**src/rtl/rxf_pkg.sv**
```systemverilog
package rxf_pkg;
    typedef enum logic [2:0] {
        RXF_IDLE,
        RXF_ADDR,
        RXF_BODY,
        RXF_DISCARD,
        RXF_FINISH
    } rxf_state_e;
endpackage

```
**src/rtl/rxf_addr_capture.sv**
```systemverilog
module rxf_addr_capture #(
    parameter int DA_BYTES = 6
) (
    input  logic                    clk,
    input  logic                    rst_n,
    input  logic                    start,
    input  logic                    byte_en,
    input  logic [7:0]              data,
    output logic [8*DA_BYTES-1:0]   da,
    output logic                    da_done
);
    localparam int DA_W  = 8 * DA_BYTES;
    localparam int CNT_W = $clog2(DA_BYTES + 1);

    logic [DA_W-1:0]  da_q;
    logic [CNT_W-1:0] cnt_q;

    // First byte ends up in the top byte once all bytes have shifted in.
    always_ff @(posedge clk or negedge rst_n) begin
        if (!rst_n) begin
            da_q  <= '0;
            cnt_q <= '0;
        end else if (start) begin
            da_q  <= {{(DA_W-8){1'b0}}, data};
            cnt_q <= CNT_W'(1);
        end else if (byte_en && (cnt_q < CNT_W'(DA_BYTES))) begin
            da_q  <= {da_q[DA_W-9:0], data};
            cnt_q <= cnt_q + 1'b1;
        end
    end

    assign da      = da_q;
    assign da_done = (cnt_q == CNT_W'(DA_BYTES));
endmodule

```
**src/rtl/rxf_len_counter.sv**
```systemverilog
module rxf_len_counter #(
    parameter int LEN_W = 11
) (
    input  logic             clk,
    input  logic             rst_n,
    input  logic             start,
    input  logic             byte_en,
    output logic [LEN_W-1:0] len
);
    logic [LEN_W-1:0] len_q;

    // Saturating count: sticks at all ones.
    always_ff @(posedge clk or negedge rst_n) begin
        if (!rst_n) begin
            len_q <= '0;
        end else if (start) begin
            len_q <= LEN_W'(1);
        end else if (byte_en && (len_q != '1)) begin
            len_q <= len_q + 1'b1;
        end
    end

    assign len = len_q;
endmodule

```
**src/rtl/rxf_match.sv**
```systemverilog
module rxf_match #(
    parameter int DA_BYTES  = 6,
    parameter int HASH_BITS = 6
) (
    input  logic [8*DA_BYTES-1:0]   da,
    input  logic [8*DA_BYTES-1:0]   station,
    input  logic [2**HASH_BITS-1:0] hash_table,
    input  logic                    hash_en,
    input  logic                    bc_reject,
    output logic                    match
);
    localparam int DA_W   = 8 * DA_BYTES;
    localparam int NSLICE = (DA_W + HASH_BITS - 1) / HASH_BITS;
    localparam int PAD_W  = NSLICE * HASH_BITS;

    logic [PAD_W-1:0]     da_pad;
    logic [HASH_BITS-1:0] idx;
    logic                 group_bit, is_bcast, is_mcast, uc_hit, mc_hit;

    assign da_pad = PAD_W'(da);

    always_comb begin
        idx = '0;
        for (int k = 0; k < NSLICE; k++) begin
            idx = idx ^ da_pad[k*HASH_BITS +: HASH_BITS];
        end
    end

    assign group_bit = da[DA_W-8];
    assign is_bcast  = &da;
    assign is_mcast  = group_bit && !is_bcast;
    assign uc_hit    = !group_bit && (da == station);
    assign mc_hit    = is_mcast && hash_en && hash_table[idx];
    assign match     = uc_hit || mc_hit || (is_bcast && !bc_reject);
endmodule

```
**src/rtl/rx_accept_filter.sv**
```systemverilog
module rx_accept_filter #(
    parameter int LEN_W           = 11,
    parameter int DA_BYTES        = 6,
    parameter int HASH_BITS       = 6,
    parameter int DEFAULT_MAX_LEN = 1518
) (
    input  logic                    clk,
    input  logic                    rst_n,
    input  logic                    rx_valid,
    input  logic                    rx_sof,
    input  logic                    rx_eof,
    input  logic [7:0]              rx_data,
    input  logic                    tx_busy,
    input  logic [LEN_W-1:0]        cfg_max_len,
    input  logic                    cfg_bc_reject,
    input  logic                    cfg_promisc,
    input  logic                    cfg_drt,
    input  logic                    cfg_loopback,
    input  logic                    cfg_hash_en,
    input  logic [8*DA_BYTES-1:0]   station_addr,
    input  logic [2**HASH_BITS-1:0] mcast_hash,
    output logic                    stat_valid,
    output logic                    stat_accept,
    output logic                    stat_miss,
    output logic                    stat_drop,
    output logic                    stat_oversize,
    output logic                    babble_irq
);
    import rxf_pkg::*;

    localparam int DA_W = 8 * DA_BYTES;

    rxf_state_e       state_q, state_nx;
    logic             start, byte_en, drop_now, last_byte;
    logic [DA_W-1:0]  da;
    logic             da_done, match;
    logic [LEN_W-1:0] len;

    logic [LEN_W-1:0] max_q;
    logic             bc_rej_q, promisc_q, hash_en_q, drop_q;

    assign last_byte = rx_valid && rx_eof;
    assign start     = rx_valid && rx_sof &&
                       ((state_q == RXF_IDLE) || (state_q == RXF_FINISH));
    assign byte_en   = rx_valid &&
                       ((state_q == RXF_ADDR) || (state_q == RXF_BODY));
    // Loopback with the guard is a configuration error: never suppress.
    assign drop_now  = cfg_drt && tx_busy && !cfg_loopback;

    // State register
    always_ff @(posedge clk or negedge rst_n) begin
        if (!rst_n) state_q <= RXF_IDLE;
        else        state_q <= state_nx;
    end

    // Transitions
    always_comb begin
        state_nx = state_q;
        unique case (state_q)
            RXF_IDLE, RXF_FINISH: begin
                if (start) begin
                    if (rx_eof)        state_nx = RXF_FINISH;
                    else if (drop_now) state_nx = RXF_DISCARD;
                    else               state_nx = RXF_ADDR;
                end else begin
                    state_nx = RXF_IDLE;
                end
            end
            RXF_ADDR: begin
                if (last_byte)    state_nx = RXF_FINISH;
                else if (da_done) state_nx = RXF_BODY;
            end
            RXF_BODY: begin
                if (last_byte) state_nx = RXF_FINISH;
            end
            RXF_DISCARD: begin
                if (last_byte) state_nx = RXF_FINISH;
            end
            default: state_nx = RXF_IDLE;
        endcase
    end

    // Per-frame configuration snapshot
    always_ff @(posedge clk or negedge rst_n) begin
        if (!rst_n) begin
            max_q     <= LEN_W'(DEFAULT_MAX_LEN);
            bc_rej_q  <= 1'b0;
            promisc_q <= 1'b0;
            hash_en_q <= 1'b0;
            drop_q    <= 1'b0;
        end else if (start) begin
            max_q     <= cfg_max_len;
            bc_rej_q  <= cfg_bc_reject;
            promisc_q <= cfg_promisc;
            hash_en_q <= cfg_hash_en;
            drop_q    <= drop_now;
        end
    end

    rxf_addr_capture #(.DA_BYTES(DA_BYTES)) u_addr (
        .clk     (clk),
        .rst_n   (rst_n),
        .start   (start),
        .byte_en (byte_en),
        .data    (rx_data),
        .da      (da),
        .da_done (da_done)
    );

    rxf_len_counter #(.LEN_W(LEN_W)) u_len (
        .clk     (clk),
        .rst_n   (rst_n),
        .start   (start),
        .byte_en (byte_en),
        .len     (len)
    );

    rxf_match #(.DA_BYTES(DA_BYTES), .HASH_BITS(HASH_BITS)) u_match (
        .da         (da),
        .station    (station_addr),
        .hash_table (mcast_hash),
        .hash_en    (hash_en_q),
        .bc_reject  (bc_rej_q),
        .match      (match)
    );

    // Outputs
    always_comb begin
        logic fin, judged;
        fin           = (state_q == RXF_FINISH);
        judged        = fin && !drop_q && da_done;
        stat_valid    = fin;
        stat_drop     = fin && drop_q;
        stat_accept   = judged && (match || promisc_q);
        stat_miss     = judged && !match && promisc_q;
        stat_oversize = judged && (len > max_q);
        babble_irq    = stat_oversize;
    end
endmodule

```
**config.mk**
```make
export PLATFORM = sky130hd
export DESIGN_NAME = rx_accept_filter
export DESIGN_NICKNAME = d
export VERILOG_FILES = /design/src/rtl/rxf_pkg.sv /design/src/rtl/rxf_addr_capture.sv /design/src/rtl/rxf_len_counter.sv /design/src/rtl/rxf_match.sv /design/src/rtl/rx_accept_filter.sv
export SDC_FILE = /design/constraint.sdc
export NUM_CORES = 1
export LEC_CHECK = 0
export ABC_CLOCK_PERIOD_IN_PS = 10850
export BUFFER_PORTS_ARGS = -buffer_cell sky130_fd_sc_hd__buf_2
export CORE_AREA = 2 2 99 101
export DETAILED_ROUTE_END_ITERATION = 16
export DIE_AREA = 0 0 101 103
export PLACE_DENSITY = 0.85
export SETUP_SLACK_MARGIN = 0.15
export SYNTH_ARGS = -nofsm -noshare
export SYNTH_HDL_FRONTEND = slang
export SYNTH_SLANG_ARGS = --single-unit
```
**constraint.sdc**
```tcl
create_clock -name clk -period 10.85 [get_ports clk]
set_clock_uncertainty 0.15 [all_clocks]
set_input_delay 2.17 -clock clk [delete_from_list [all_inputs] [get_ports clk]]
set_output_delay 2.17 -clock clk [all_outputs]
set_load 0.02 [all_outputs]
```
Word-level counts from Yosys, hierarchy flattened
Index checks and enable logic that the tools add are counted.

word-level totals
  register bits = 80
  input port bits = 142
  output and inout bits = 6
  word-level logic and storage cells = 83

operators by class
  $add $sub $neg = 2
  $lt $le $gt $ge = 3
  eq/ne operators = 9
  mux-type cells = 15
  bitwise operators = 7
  reductions and logical operators = 38

operators with widths
  kind                   count
  $mux 48                2
  $eq 48x48->1           1
  $reduce_and 48->1      1
  $xor 6x6->6            7
  $mux 11                2
  $mux 3                 7
  $logic_and 1x1->1      20
  $add 11x1->11 const B  1
  $gt 11x11->1           1
  $ne 11x11->1 const B   1
  $pmux 3 s3             1
  $lt 6x7->1 const B     1
  $bmux 1 s6             1
  $eq 3x2->1 const B     2
  $eq 3x3->1 const B     2
  $logic_not 1->1        6
  $logic_or 1x1->1       5
  $reduce_bool 2->1      2
  $reduce_or 2->1        2
  $add 3x1->3 const B    1
  $eq 3x1->1 const B     1
  $logic_not 3->1        1
  $lt 3x3->1 const B     1
  $ne 3x3->1 const B     1
  other kinds (4)        4

Depth between registers and ports, before layout
  depth in word-level cells = 15
  depth in mapped cells = 12
  depth with buffers taken out = 11

Cells and area by module
A second synthesis with hierarchy kept.

second synthesis, totals
  cell total of the unflattened synthesis = 554
  area, all modules = 5412.7 µm²

modules (own cells, without submodules)
  module            times used  cells an instance  area each (µm²)  seq. area each (µm²)
  rxf_addr_capture  1           209                2054.5           1276.2
  rxf_match         1           169                1661.6           0.0
  rx_accept_filter  1           118                1076.0           460.4
  rxf_len_counter   1           58                 620.6            275.3

Worst setup path after synthesis
Ideal clock, no wire load.

  path kind = input -> output
  start = in mcast_hash[33]
  end = out stat_miss
  arrival = 3.788 ns
  required time = 8.530 ns
  path slack = 4.742 ns
  stages = 6
  buffers on the path = 0
  cells stage by stage = mux4_1 mux2i_1 nor2_1 o41ai_1 a21boi_1 nor3_1

on the way
  longest elaborated chain between the ends = 8

RTL lines
  element                          line                     source
  start: declaration               rx_accept_filter.sv:21   input logic [2**HASH_BITS-1:0] mcast_hash,
  $bmux 1 s6                       rxf_match.sv:33          assign mc_hit = is_mcast && hash_en && hash_table[idx];
  $mux 1 (not written as such)     rxf_match.sv:33
  $logic_and 1x1->1                rxf_match.sv:33
  $logic_or 1x1->1 (2 in series)   rxf_match.sv:34          assign match = uc_hit || mc_hit || (is_bcast && !bc_reject);
  $logic_not 1->1                  rx_accept_filter.sv:135  stat_miss = judged && !match && promisc_q;
  $logic_and 1x1->1 (2 in series)  rx_accept_filter.sv:135
  end: declaration                 rx_accept_filter.sv:24   output logic stat_miss,

No other way between the ends. The select of a mux whose other input is x is not followed.

Worst setup path after layout
  start = reg u_addr.da_q[18] (netlist: u_addr.da[18])
  end = out stat_accept

on the way
  longest elaborated chain between the ends = 12
  elaborated cells between the ends (all ways) = 19
  those cells by class = eq/ne (1); mux (2); bitwise (5); reduce/logical (11)

RTL lines
  element                       line                     source
  start: declaration            rxf_addr_capture.sv:15   logic [DA_W-1:0] da_q;
  start signal: assignment      rxf_addr_capture.sv:24   da_q <= {{(DA_W-8){1'b0}}, data};
  start signal: assignment      rxf_addr_capture.sv:27   da_q <= {da_q[DA_W-9:0], data};
  $xor 6x6->6 (5 in series)     rxf_match.sv:25          idx = idx ^ da_pad[k*HASH_BITS +: HASH_BITS];
  $bmux 1 s6                    rxf_match.sv:33
  $mux 1 (not written as such)  rxf_match.sv:33
  $logic_and 1x1->1             rxf_match.sv:33
  $logic_or 1x1->1              rxf_match.sv:34
  $logic_or 1x1->1 *            rxf_match.sv:34
  $logic_or 1x1->1 *            rx_accept_filter.sv:134  stat_accept = judged && (match || promisc_q);
  $logic_and 1x1->1 *           rx_accept_filter.sv:134
  end: declaration              rx_accept_filter.sv:23   output logic stat_accept,

Every way passes the cells marked *; elsewhere a longest branch is shown, timed or not. The select of a mux whose other input is x is not followed.

==> impl_metrics.toml <==
[run_status]
status = "finished clean"

[die]
initial_core_util_pct = 55.0
row_count = 36
die-area_um2 = 10400
die_width_um = 101
core_um2 = 9460
die_h_um = 103
ios = 148

[grt]
grt_max_degree = 86
antenna_found_initial = 0
grt_pass1_vias = 4827
grt_overflow = 0
track_usage_pct = 28.1
grt_pass1_wl_um = 22500

[placement]
place_ws_ns = 4.46
io_buffers = 147
dpl.hpwl_um = 10900
place_congestion = 0.929
dpl-instance-area_um2 = 6030

[synthesis]
synth_top_area_share_pct = 34.6
ys_seq_elements = 80
synth_flop_cell = "dfrtp_1"
synth_fp_nets = 721
synth_enable_flop_cells = 0
synth_common_cells = "nand2_1, xnor2_1, dfrtp_1"
syn_area_um2 = 5200
synth_most_common_cell = "nand2_1"
yosysWarnings = 0
async_flop_share_pct = 100
synth_top_cell_by_area = "dfrtp_1"
ys_seq_area_share_pct = 38.7
synthCells = 565
syn_area_per_cell_um2 = 9.21
synthTopCellsByArea = "dfrtp_1, xnor2_1, nand2_1"
netlist-cell-type-count = 47

[power]
p_leak_nw = 2.84
totalPowerFinal_w = 0.00218
ir_drop_mv = 0.187
p_per_area_nw_per_um2 = 348

[hold_path]
whs_endpoint = "bc_rej_q"
min_path_cells = 2
min_from = "bc_rej_q"
hold_path_class = "reg2reg"

[setup_path]
worstSetupEndpointType = "output port"
r2r_end = "u_addr.da[7]"
start_kind = "flip-flop"
r2r_start = "state_q[0]"
path_max_fanout = 15
r2r_slack_ns = 8.39
cp.required_ns = 8.53
arrival_ns = 4.21
critical_path_class = "reg2out"
r2r_cells = 6

[route]
drc_errors = 0
vias = 4806
top_layer = "met4"
routed_wl_um = 14300
dr.pass1.iters = 5
vias_per_cell = 5.83
wl_met2_um = 6830
wl_met3_um = 1470
first_iter_violations = 361
ant_nets = 0
met1Wirelength_um = 5530
wl_per_cell_um = 17.3

[timing]
period_needed_ns = 6.53
layout_setup_ws_ns = 4.32
setup_viol = 0
rsz0062_at_grt = "false"
fin_tns_setup_ns = 0
slew_headroom_pct = 33.7
tightest_slew_ns = 0.994
max_freq_mhz = 153
timing.final.crit_share_pct = 60.2
finalMaxSlewViolations = 0
hold_viol_final = 0

[layout]
drive_gt1_share_pct = 27.6
final_util_pct = 66.0
nFillCells = 756
seqCellArea_um2 = 2010
multi_input_area_um2 = 3020
fin_nets = 861
stdcell_area_um2 = 6250
syn2layout_area_growth_pct = 20.1
diodes = 0

[cts]
cts-buffers-inserted = 9
worstSkewPairLatency_ns = 0.37
cts-htree-levels = 3
clock_path_buffers = 2
root_buffer = "clkbuf_8"
clk_pin_slew_ns = 0.09
cts_tree = "yes"
cts_resized = 0
post_cts_buffers = 0
ctsHoldBuffers = 0
clock_sink_count = 80

[flow_run]
max_cap_violations = 0
per-layer routing:
metal  GRT usage, %  up-vias
li1               -     2231
met1           33.9     2251
met2           48.1      282
met3           6.37       42
met4           13.0        0
met5              0        -
power breakdown:
part           internal [W]  switching (W)  leakage [nW]
registers          0.000404       0.000164          1.04
clock network      0.000130       0.000113         0.113
logic              0.000691       0.000674          1.69
total               0.00123       0.000951          2.84
registers in the layout, summed over array words and instances (netlist names):
| signal | count |
|---|---|
| hash_en_q | 1 |
| u_addr.cnt_q | 3 |
| max_q | 11 |
| state_q | 3 |
| drop_q | 1 |
| bc_rej_q | 1 |
| promisc_q | 1 |
| u_addr.da | 48 |
| u_len.len | 11 |
worst max-delay path, cell delays in order (launching register included):
cell and delay (ns):
dfrtp_1 0.49, xnor2_1 0.18, xnor2_1 0.43, xor2_2 0.77, mux4_1 0.65, mux2i_1 0.20
nor2_1 0.07, o41ai_1 0.36, a21boi_1 0.21, o31a_1 0.31, buf_2 0.16
logic make-up (layout without fill, tap and decap cells):
| group | Yosys count | in the layout | synth area share, % |
|---|---|---|---|
| AND/OR/NAND/NOR | 201 | 201 | 17.2 |
| buffers and inverters | 44 | 189 | 3.44 |
| adder cells (fa/ha/maj) | 14 | 14 | 3.37 |
| flip-flops | 80 | 80 | 38.7 |
| XOR/XNOR | 93 | 93 | 16.1 |
| AO/OA/AOI/OAI | 91 | 91 | 10.6 |
| multiplexers | 42 | 42 | 10.6 |
how the worst max path moves through the flow:
stage | from | endpoint | slack, ns | cells after the start
6_report | u_addr.da[18] | stat_accept | 4.32 | 10
5_1_grt | u_addr.da[18] | stat_accept | 4.13 | 10
4_1_cts | u_addr.da[18] | stat_accept | 4.30 | 10
3_5_place_dp | mcast_hash[1] | stat_accept | 4.46 | 8
3_3_place_gp | mcast_hash[1] | stat_accept | 4.48 | 8
2_1_floorplan | mcast_hash[33] | stat_miss | 4.74 | 6
placed cells by master (no fill, tap or decap), types with 8 or more instances in the layout:
| cell type | Yosys | routed |
|---|---|---|
| dfstp_2 | 8 | 8 |
| nand2_1 | 113 | 113 |
| mux2i_1 | 22 | 22 |
| dfrtp_1 | 72 | 72 |
| ha_1 | 14 | 14 |
| inv_1 | 22 | 22 |
| o21a_1 | 8 | 8 |
| nor2_1 | 27 | 27 |
| clkbuf_8 | 0 | 9 |
| mux2_2 | 12 | 12 |
| nand4_1 | 27 | 27 |
| xor2_1 | 17 | 17 |
| o21ai_0 | 51 | 51 |
| buf_2 | 2 | 146 |
| xnor2_1 | 73 | 73 |
layout make-up:
cell class	instances	share of cell area (%)
multi-input cells	441	48.4
well taps	114	2.28
clock inverters	7	1.54
inverters	22	1.32
repair buffers	151	12.3
flip-flops and latches	80	32.2
clock buffers	9	1.98
per-stage QoR:
step	hold WS, ns	instances
4_1_cts	0.349	824
5_1_grt	0.373	824
3_5_place_dp	0.326	808
2_1_floorplan	0.288	565
6_report	0.348	824
3_3_place_gp	0.308	808
(Power assumes the default switching activity.)
